[src/rtl/ts_ext_pkg.sv]
package ts_ext_pkg;

  localparam int unsigned CNT_W = 16;
  localparam int unsigned TS_W  = 32;

  // Range correction: counts above the reload are replaced by reload-1.
  function automatic logic [CNT_W-1:0] fix_range(input logic [CNT_W-1:0] raw,
                                                 input logic [CNT_W-1:0] reload);
    if (raw > reload) return reload - 16'd1;
    return raw;
  endfunction

  // Backward-motion correction within one tick.
  function automatic logic [CNT_W-1:0] fix_backward(input logic [CNT_W-1:0] cnt,
                                                    input logic [CNT_W-1:0] prev_cnt,
                                                    input logic             same_tick);
    if (same_tick && (cnt > prev_cnt)) return prev_cnt;
    return cnt;
  endfunction

  // Timestamp = tick*reload + (reload-1-count), modulo 2^TS_W.
  function automatic logic [TS_W-1:0] compose(input logic [TS_W-1:0]  tick,
                                              input logic [CNT_W-1:0] cnt,
                                              input logic [CNT_W-1:0] reload);
    logic [TS_W-1:0] base;
    logic [TS_W-1:0] part;
    base = tick * TS_W'(reload);
    part = TS_W'(reload) - TS_W'(1) - TS_W'(cnt);
    return base + part;
  endfunction

endpackage

[src/rtl/ts_tick_counter.sv]
module ts_tick_counter #(
  parameter int unsigned TICK_W = 32
) (
  input  logic              clk,
  input  logic              rst_n,
  input  logic              tick_inc,
  output logic [TICK_W-1:0] tick_now
);

  logic [TICK_W-1:0] tick_q;

  always_ff @(posedge clk) begin
    if (!rst_n)        tick_q <= '0;
    else if (tick_inc) tick_q <= tick_q + 1'b1;
  end

  assign tick_now = tick_q;

  AST_TICK_STEP: assert property (@(posedge clk) disable iff (!rst_n)
    tick_inc |=> (tick_q == $past(tick_q) + 1'b1));
  AST_TICK_HOLD: assert property (@(posedge clk) disable iff (!rst_n)
    !tick_inc |=> $stable(tick_q));

endmodule

[src/rtl/ts_count_fix.sv]
module ts_count_fix
  import ts_ext_pkg::*;
#(
  parameter int unsigned TICK_W = 32,
  parameter logic [CNT_W-1:0] RELOAD = 16'd1000
) (
  input  logic              clk,
  input  logic              rst_n,
  input  logic              rd_req,
  input  logic [TICK_W-1:0] tick_now,
  input  logic [CNT_W-1:0]  raw_cnt,
  output logic [CNT_W-1:0]  fixed_cnt,
  output logic              out_of_range
);

  logic [CNT_W-1:0]  prev_cnt;
  logic [TICK_W-1:0] prev_tick;
  logic [CNT_W-1:0]  ranged_cnt;
  logic              same_tick;
  logic              held_back;

  always_comb begin
    ranged_cnt   = fix_range(raw_cnt, RELOAD);
    out_of_range = (raw_cnt > RELOAD);
    same_tick    = (tick_now == prev_tick);
    fixed_cnt    = fix_backward(ranged_cnt, prev_cnt, same_tick);
    held_back    = (fixed_cnt != ranged_cnt);
  end

  always_ff @(posedge clk) begin
    if (!rst_n) begin
      prev_cnt  <= '0;
      prev_tick <= '0;
    end else if (rd_req) begin
      prev_cnt  <= fixed_cnt;
      prev_tick <= tick_now;
    end
  end

  AST_COUNT_BOUND: assert property (@(posedge clk) disable iff (!rst_n)
    rd_req |-> (fixed_cnt <= RELOAD));
  AST_NO_BACKWARD: assert property (@(posedge clk) disable iff (!rst_n)
    (rd_req && tick_now == prev_tick) |-> (fixed_cnt <= prev_cnt));
  AST_HOLD_ONLY_SAME_TICK: assert property (@(posedge clk) disable iff (!rst_n)
    (rd_req && held_back) |-> (tick_now == prev_tick));
  AST_PREV_TRACKS_READ: assert property (@(posedge clk) disable iff (!rst_n)
    rd_req |=> (prev_tick == $past(tick_now)));

endmodule

[src/rtl/ts_compose.sv]
module ts_compose
  import ts_ext_pkg::*;
#(
  parameter int unsigned TICK_W = 32,
  parameter logic [CNT_W-1:0] RELOAD = 16'd1000
) (
  input  logic              clk,
  input  logic              rst_n,
  input  logic              rd_req,
  input  logic [TICK_W-1:0] tick_used,
  input  logic [CNT_W-1:0]  fixed_cnt,
  input  logic              out_of_range,
  output logic              rd_valid,
  output logic [TS_W-1:0]   timestamp,
  output logic              reprog_req
);

  logic [TS_W-1:0] ts_d;

  always_comb ts_d = compose(TS_W'(tick_used), fixed_cnt, RELOAD);

  always_ff @(posedge clk) begin
    if (!rst_n) begin
      rd_valid   <= 1'b0;
      reprog_req <= 1'b0;
      timestamp  <= '0;
    end else begin
      rd_valid   <= rd_req;
      reprog_req <= rd_req & out_of_range;
      if (rd_req) timestamp <= ts_d;
    end
  end

  AST_VALID_FOLLOWS_REQ: assert property (@(posedge clk) disable iff (!rst_n)
    rd_req |=> rd_valid);
  AST_VALID_NEEDS_REQ: assert property (@(posedge clk) disable iff (!rst_n)
    !rd_req |=> !rd_valid);
  AST_REPROG_WITH_VALID: assert property (@(posedge clk) disable iff (!rst_n)
    reprog_req |-> rd_valid);

endmodule

[src/rtl/ts_extender.sv]
module ts_extender
  import ts_ext_pkg::*;
#(
  parameter logic [15:0] RELOAD = 16'd1000
) (
  input  logic        clk,
  input  logic        rst_n,
  input  logic        tick_inc,
  input  logic        rd_req,
  input  logic [15:0] cnt_snap,
  output logic        rd_valid,
  output logic [31:0] timestamp,
  output logic        reprog_req
);

  localparam int unsigned TICK_W = TS_W;

  logic [TICK_W-1:0] tick_now;
  logic [CNT_W-1:0]  fixed_cnt;
  logic              out_of_range;

  ts_tick_counter #(.TICK_W(TICK_W)) u_tick (
    .clk      (clk),
    .rst_n    (rst_n),
    .tick_inc (tick_inc),
    .tick_now (tick_now)
  );

  ts_count_fix #(.TICK_W(TICK_W), .RELOAD(RELOAD)) u_fix (
    .clk          (clk),
    .rst_n        (rst_n),
    .rd_req       (rd_req),
    .tick_now     (tick_now),
    .raw_cnt      (cnt_snap),
    .fixed_cnt    (fixed_cnt),
    .out_of_range (out_of_range)
  );

  ts_compose #(.TICK_W(TICK_W), .RELOAD(RELOAD)) u_out (
    .clk          (clk),
    .rst_n        (rst_n),
    .rd_req       (rd_req),
    .tick_used    (tick_now),
    .fixed_cnt    (fixed_cnt),
    .out_of_range (out_of_range),
    .rd_valid     (rd_valid),
    .timestamp    (timestamp),
    .reprog_req   (reprog_req)
  );

  AST_RESET_QUIET: assert property (@(posedge clk)
    !rst_n |=> (!rd_valid && !reprog_req && timestamp == 32'd0));

endmodule

[config.mk]
export PLATFORM = sky130hd
export DESIGN_NAME = ts_extender
export DESIGN_NICKNAME = d
export VERILOG_FILES = /design/src/rtl/ts_ext_pkg.sv /design/src/rtl/ts_tick_counter.sv /design/src/rtl/ts_count_fix.sv /design/src/rtl/ts_compose.sv /design/src/rtl/ts_extender.sv
export SDC_FILE = /design/constraint.sdc
export NUM_CORES = 1
export LEC_CHECK = 0
export BUFFER_PORTS_ARGS = -buffer_cell sky130_fd_sc_hd__buf_2
export CAP_MARGIN = 40
export CORE_MARGIN = 1
export CORE_UTILIZATION = 45
export CTS_CLUSTER_DIAMETER = 30
export DETAILED_ROUTE_END_ITERATION = 12
export SYNTH_ARGS = -nofsm -noshare
export SYNTH_HDL_FRONTEND = slang
export SYNTH_SLANG_ARGS = --single-unit
[constraint.sdc]
create_clock -name clk -period 7.5 [get_ports clk]
set_input_delay 0.75 -clock clk [delete_from_list [all_inputs] [get_ports clk]]
set_output_delay 0.75 -clock clk [all_outputs]
set_load 0.03 [all_outputs]
Word-level counts from Yosys, hierarchy flattened

Cells that the tools add are included.

Reduce and logical (&&, ||, !) cells: 1
$mul: 1
Add/sub/neg operators: 3
Equality and inequality tests: 1
Muxes and demuxes: 6
Bitwise operators: 1
$lt $le $gt $ge: 2

Operators with widths:

| kind                   | count |
|---|---|
| $mux 16                | 4 |
| $add 32x1->32 const B  | 1 |
| $add 32x32->32         | 1 |
| $eq 32x32->1           | 1 |
| $mul 32x7->29 const B  | 1 |
| $sub 10x16->17 const A | 1 |
| $gt 16x10->1 const B   | 1 |
| $gt 16x16->1           | 1 |
| $mux 1                 | 2 |
| $and 1x1->1            | 1 |
| $logic_and 1x1->1      | 1 |

Output and inout bits: 34
Input bits: 20
Flip-flop bits (word level): 114
Logic and storage cells: 21

Longest topological paths before layout

Depth after elaboration: 9
Depth in mapped cells: 30
Gate-level depth less buffers: 27

Cells and area by module

Synthesis repeated with hierarchy kept, for this count alone.

Cell total of the unflattened synthesis: 1209
Area, all modules: 11071.9 um^2

By module, submodules not included:

| module          | instances | area an instance (um^2) | cells an instance |
|---|---|---|---|
| ts_compose      | 1         | 6660.1                  | 731 |
| ts_count_fix    | 1         | 2849.0                  | 302 |
| ts_tick_counter | 1         | 1562.7                  | 176 |

Worst setup path after synthesis

Ideal clock, no wire load.

Path kind: in2reg
Start: input cnt_snap[12]
End: register u_out.timestamp[31]
Arrival time: 6.175 ns
Stages on the path: 28
Setup time: 0.133 ns
Setup slack: 1.193 ns
Path buffers: 3
Cells stage by stage: nor4_4 nand2_2 nor2_1 inv_1 ha_1 nand2_1 or4_1 o211ai_2 buf_2 buf_1 nor2_1 a21oi_1 ha_1 clkbuf_1 nor3_1 xnor2_1 nand2_1 o21ai_0 ha_1 nand2_1 o311ai_1 a31oi_1 a2111oi_0 nor2_1 nor4_1 nor3_1 xnor3_1 a21oi_1

Cells in the longest elaborated chain, start to end: 9

Ends and longest elaborated chain:

| element                | line              | source |
|---|---|---|
| start: declaration     | ts_extender.sv:10 | `input logic [15:0] cnt_snap,` |
| $gt 16x10->1           | ts_ext_pkg.sv:9   | `if (raw > reload) return reload - 16'd1;` |
| $mux 1                 | ts_ext_pkg.sv:9   |  |
| $mux 16 *              | ts_ext_pkg.sv:10  | `return raw;` |
| $gt 16x16->1           | ts_ext_pkg.sv:17  | `if (same_tick && (cnt > prev_cnt)) return prev_cnt;` |
| $logic_and 1x1->1      | ts_ext_pkg.sv:17  |  |
| $mux 1                 | ts_ext_pkg.sv:17  |  |
| $mux 16 *              | ts_ext_pkg.sv:18  | `return cnt;` |
| $sub 10x16->17 *       | ts_ext_pkg.sv:28  | `part = TS_W'(reload) - TS_W'(1) - TS_W'(cnt);` |
| $add 32x32->32 *       | ts_ext_pkg.sv:29  | `return base + part;` |
| end signal: assignment | ts_compose.sv:30  | `if (rd_req) timestamp <= ts_d;` |
| end: declaration       | ts_compose.sv:14  | `output logic [TS_W-1:0] timestamp,` |

Every way passes the cells marked *; elsewhere a longest branch is shown, timed or not.
A chain may end at the register's enable or synchronous reset.

Final worst setup path

Start: register u_tick.tick_q[7] (netlist: u_tick.tick_now[7])
End: register u_out.timestamp[31]

Cells in the longest elaborated chain, start to end: 6
Elaborated cells on any way between the ends: 7
Classes of those cells: add/sub: 2; mul: 1; eq/ne: 1; mux: 2; reduce/logical: 1

Ends and longest elaborated chain:

| element                                               | line                  | source |
|---|---|---|
| start: declaration                                    | ts_tick_counter.sv:10 | `logic [TICK_W-1:0] tick_q;` |
| start signal: assignment                              | ts_tick_counter.sv:14 | `else if (tick_inc) tick_q <= tick_q + 1'b1;` |
| branches (longest 5 deep; another with $mul 32x7->29) | --                    |  |
| $add 32x32->32 *                                      | ts_ext_pkg.sv:29      |  |

Mark *: on every way between the ends.

==> flow_results.org <==
** Place
- The congestion estimate from routability-driven global placement came to 0.870.
- The count of buffers added on input and output ports is 53.
- Once placement finished, the instance area stood at 11000 um2.
- Post-DP HPWL :: 18200 um

** Worst setup path
- The critical path is of the flop to flop type.
- Logic depth of the worst register-to-register path :: 20
- The worst setup path is launched from a flop.
- The worst setup path is captured at a flop.
- Critical Path RT :: 7770 ps
- Of all nets on the critical path, the largest fanout is 9.
- Critical path data arrival time :: 7010 ps
- The endpoint identified for the worst register-to-register timing path is u_out.timestamp[31].
- The worst register-to-register path begins at u_tick.tick_now[7].
- R2R setup slack :: 770 ps

** STA
- Derived from the worst setup path, the maximum achievable clock frequency is 148 MHz.
- Clock skew after layout :: 8.63 ps
- The total count of max-transition violations in the final report is 0.
- The clock period could shrink to 6730 ps.
- Summed over all failing endpoints, the final setup total negative slack is 0 ps.
- Final clock period utilization by the worst path :: 89.8%
- At the pin with the least slew margin, the transition time is 780 ps.
- Count of final setup violators :: 0
- Setup repair after global routing missed its margin :: false
- Measured against its own limit, the worst slew margin works out to 48.0%.
- Count of endpoints failing hold in the final timing report :: 0

** Outcome
- Status :: finished, final reports clean

** CTS
- Post-CTS repair changed the size of 0 cells.
- CTS Hold Buffers Added :: 0
- Clock-pin slew on the worst setup and hold paths :: 60 ps
- Post CTS Setup Buffer Count :: 0
- Number of buffers inserted during clock tree synthesis :: 17
- Sink Count :: 114
- Counting along the longest clock path gives a buffer depth of 2.
- The H-tree was split into 4 levels.
- Clock Tree Root :: clkbuf_16
- Worst-skew pair later-pin latency :: 420 ps
- CTS tree :: built

** Route
- Total length of routed wires :: 23500 um
- In the final routed layout, each cell accounts on average for 16.4 um.
- Total number of vias :: 7673
- After detailed routing, the number of remaining DRC violations is 0.
- In this run the remaining antenna-violating nets after routing total 0.
- Initial drt markers :: 376
- Using the TritonRoute via totals, the vias-per-cell ratio works out to 5.36.
- 1st-pass router iterations :: 4

** Synth
- The share of the Yosys chip area taken by registers is 21.9%.
- Most used flip-flop cell after synthesis :: dfxtp_1
- Dominant combinational cell family by area after synthesis :: adder cells
- Summing the areas of all compound-gate instances in the mapped netlist gives 11.9% of the synthesized area.
- Cells after Synth :: 1079
- Synthesized area :: 10400 um2
- In this run, synthesis produced a sequential element count of 114.
- Cell variety after synth :: 66
- Warnings from Yosys :: 0
- Of the post-synthesis cell area, the part taken by muxes is 5.53%.
- Synth async-reset ratio :: 0%
- Of the total synthesized cell area, the portion taken by full adders, half adders and majority gates is 30.0%.
- Of the total synthesized cell area, the portion taken by AND, OR, NAND and NOR gates is 16.6%.
- After Yosys synthesis, XOR and XNOR cells account for 10.8% of the synthesized area.
- Count of flip-flops with a built-in enable after synthesis :: 0
- A synthesized cell averages 9.64 um2.

** Layout
- After the last flow step, the layout net total stands at 1347.
- P&R area growth vs syn :: 11.5%
- Share of cells above drive strength 1 :: 9.42%
- Leading cell type in the layout, fill and taps excluded :: dfxtp_1
- Counting the fill cells in the layout gives 2155.
- In the layout the commonest cells are 114 x dfxtp_1, 102 x ha_1, 92 x fa_1.
- With fillers left out, the area of the finished cells amounts to 11600 um2.
- Diode count :: 0

** Hold path
- The tightest min-delay check is of the flop to flop type.
- In this run the most critical hold path is launched from u_out.timestamp[17].
- Min-Delay Path Depth :: 1
- End of the worst hold path :: u_out.timestamp[17]

** Flow run
- Max-capacitance violation count :: 0

** GRT
- Global Route Usage Sum :: 21.1%
- The number of global-route vias before repair is 7720.
- Entering global routing, the biggest net connects 72 pins.
- Global routing finished with a remaining overflow of 0.
- The first global-routing pass estimated 39400 um of wire.
- The number of antenna violations at the first check in global routing was 0.

** Pwr
- For this design the ratio of total power to cell area is 152 nW/um2.
- The analysis attributes to cell leakage a power of 5.87 nW.
- Across the VDD grid, the largest voltage drop is 0.000116 V.

** Floorplan
- 54 I/O pins were placed.
- The die is 154 um wide.
- Std cell rows :: 55
- The floorplan step defined a die boundary enclosing 23700 um2.
- Starting density of the core :: 45.9%
- CORE AREA :: 22600 um2
- Vert. Die Dim :: 154 um
-- worst max-delay path, cell delays in order (launching register included) --
cell       delay (ps)
dfxtp_1           680
fa_1              540
fa_1              580
fa_1              440
fa_1              480
ha_1              380
a2111oi_1         480
nor2_1            100
a22oi_1           150
a21bo_2           280
a221oi_2          330
o21ai_0           200
a21oi_1           300
xnor2_1           120
ha_1              320
nor2b_1           250
nand3_1           190
nor4_1            270
nor3_1             80
xnor3_1           360
a21oi_1            60
-- per-layer routing --
| layer | wire, um | track usage, % |
|---|---|---|
| met5 | 0 | 0 |
| met4 | 294 | 5.05 |
| met3 | 666 | 4.20 |
| met2 | 11500 | 35.8 |
| met1 | 11100 | 27.6 |
-- state kept, by name, indices dropped and copies added (netlist names) --
| signal | flops |
|---|---|
| u_out.timestamp | 32 |
| u_tick.tick_now | 32 |
| u_fix.prev_tick | 32 |
| u_out.rd_valid | 1 |
| u_fix.prev_cnt | 16 |
| u_out.reprog_req | 1 |
-- cell type report --
| cell class | instances | area (um2) | share of cell area [%] |
|---|---|---|---|
| clock buffers | 21 | 470 | 4.06 |
| repair buffers | 60 | 340 | 2.93 |
| well taps | 285 | 357 | 3.07 |
| inverters | 58 | 218 | 1.88 |
| multi-input cells | 882 | 7800 | 67.3 |
| flip-flops and latches | 114 | 2280 | 19.7 |
| clock inverters | 11 | 129 | 1.11 |
-- cell usage after synthesis, types with 2 or more instances --
library cell / instances / share of area (%)
a2111oi_0: 2 / 0.17
a211oi_1: 6 / 0.43
a21bo_2: 2 / 0.19
a21boi_0: 6 / 0.43
a21o_1: 16 / 1.2
a21oi_1: 50 / 2.4
a31oi_1: 4 / 0.24
and2_1: 34 / 2.0
and3_1: 16 / 0.96
and4_1: 5 / 0.42
buf_1: 6 / 0.22
buf_2: 2 / 0.096
clkbuf_1: 22 / 0.79
dfxtp_1: 114 / 22
fa_1: 92 / 18
ha_1: 102 / 12
inv_1: 58 / 2.1
mux2i_1: 55 / 5.3
nand2_1: 63 / 2.3
nand2b_1: 9 / 0.54
nand3_1: 20 / 0.96
nand3b_1: 4 / 0.29
nand4_1: 16 / 0.96
nor2_1: 45 / 1.6
nor2b_1: 64 / 3.8
nor3_1: 10 / 0.48
nor4_1: 12 / 0.72
o2111ai_1: 2 / 0.17
o211a_1: 9 / 0.87
o211ai_1: 6 / 0.43
o21a_1: 7 / 0.51
o21ai_0: 39 / 1.9
o21bai_1: 9 / 0.65
o311ai_2: 2 / 0.31
o31ai_1: 4 / 0.29
or2_2: 3 / 0.18
or2b_1: 2 / 0.14
or3_1: 8 / 0.48
or4_1: 2 / 0.14
xnor2_1: 70 / 5.9
xor2_1: 56 / 4.7
-- power breakdown --
part           internal [mW]  switching, mW
clock network          0.516          0.310
logic                  0.117          0.183
registers              0.625         0.0153
-- worst max-delay path by stage --
stage                             from                  end  cells after the start
floorplan                 cnt_snap[12]  u_out.timestamp[31]                     28
global placement    u_tick.tick_now[7]  u_out.timestamp[31]                     20
detailed placement  u_tick.tick_now[7]  u_out.timestamp[31]                     20
CTS                 u_tick.tick_now[7]  u_out.timestamp[31]                     20
global route        u_tick.tick_now[7]  u_out.timestamp[31]                     20
finish              u_tick.tick_now[7]  u_out.timestamp[31]                     20
-- through the flow --
stage / cells / hold slack (ps) / worst slack (ps) / power, mW / util (%)
6_report: 1431 / 471 / 766 / 1.77 / 51.2
5_1_grt: 1431 / 505 / 284 / 1.85 / 51.2
4_1_cts: 1431 / 474 / 696 / 1.79 / 51.2
3_5_place_dp: 1399 / 461 / 720 / 0.952 / 48.6
3_3_place_gp: 1398 / 456 / 726 / 0.948 / 48.5
2_1_floorplan: 1084 / 466 / 1190 / 0.874 / -
-- cells by family after synthesis --
group / Yosys count
other: 1
muxes: 57
xor gates and xnor gates: 127
buffers and inverters: 88
DFF: 114
AOI/OAI and AO/OA: 180
and+or+nand+nor: 318
adders and majority gates: 194
(Power assumes the default switching activity.)
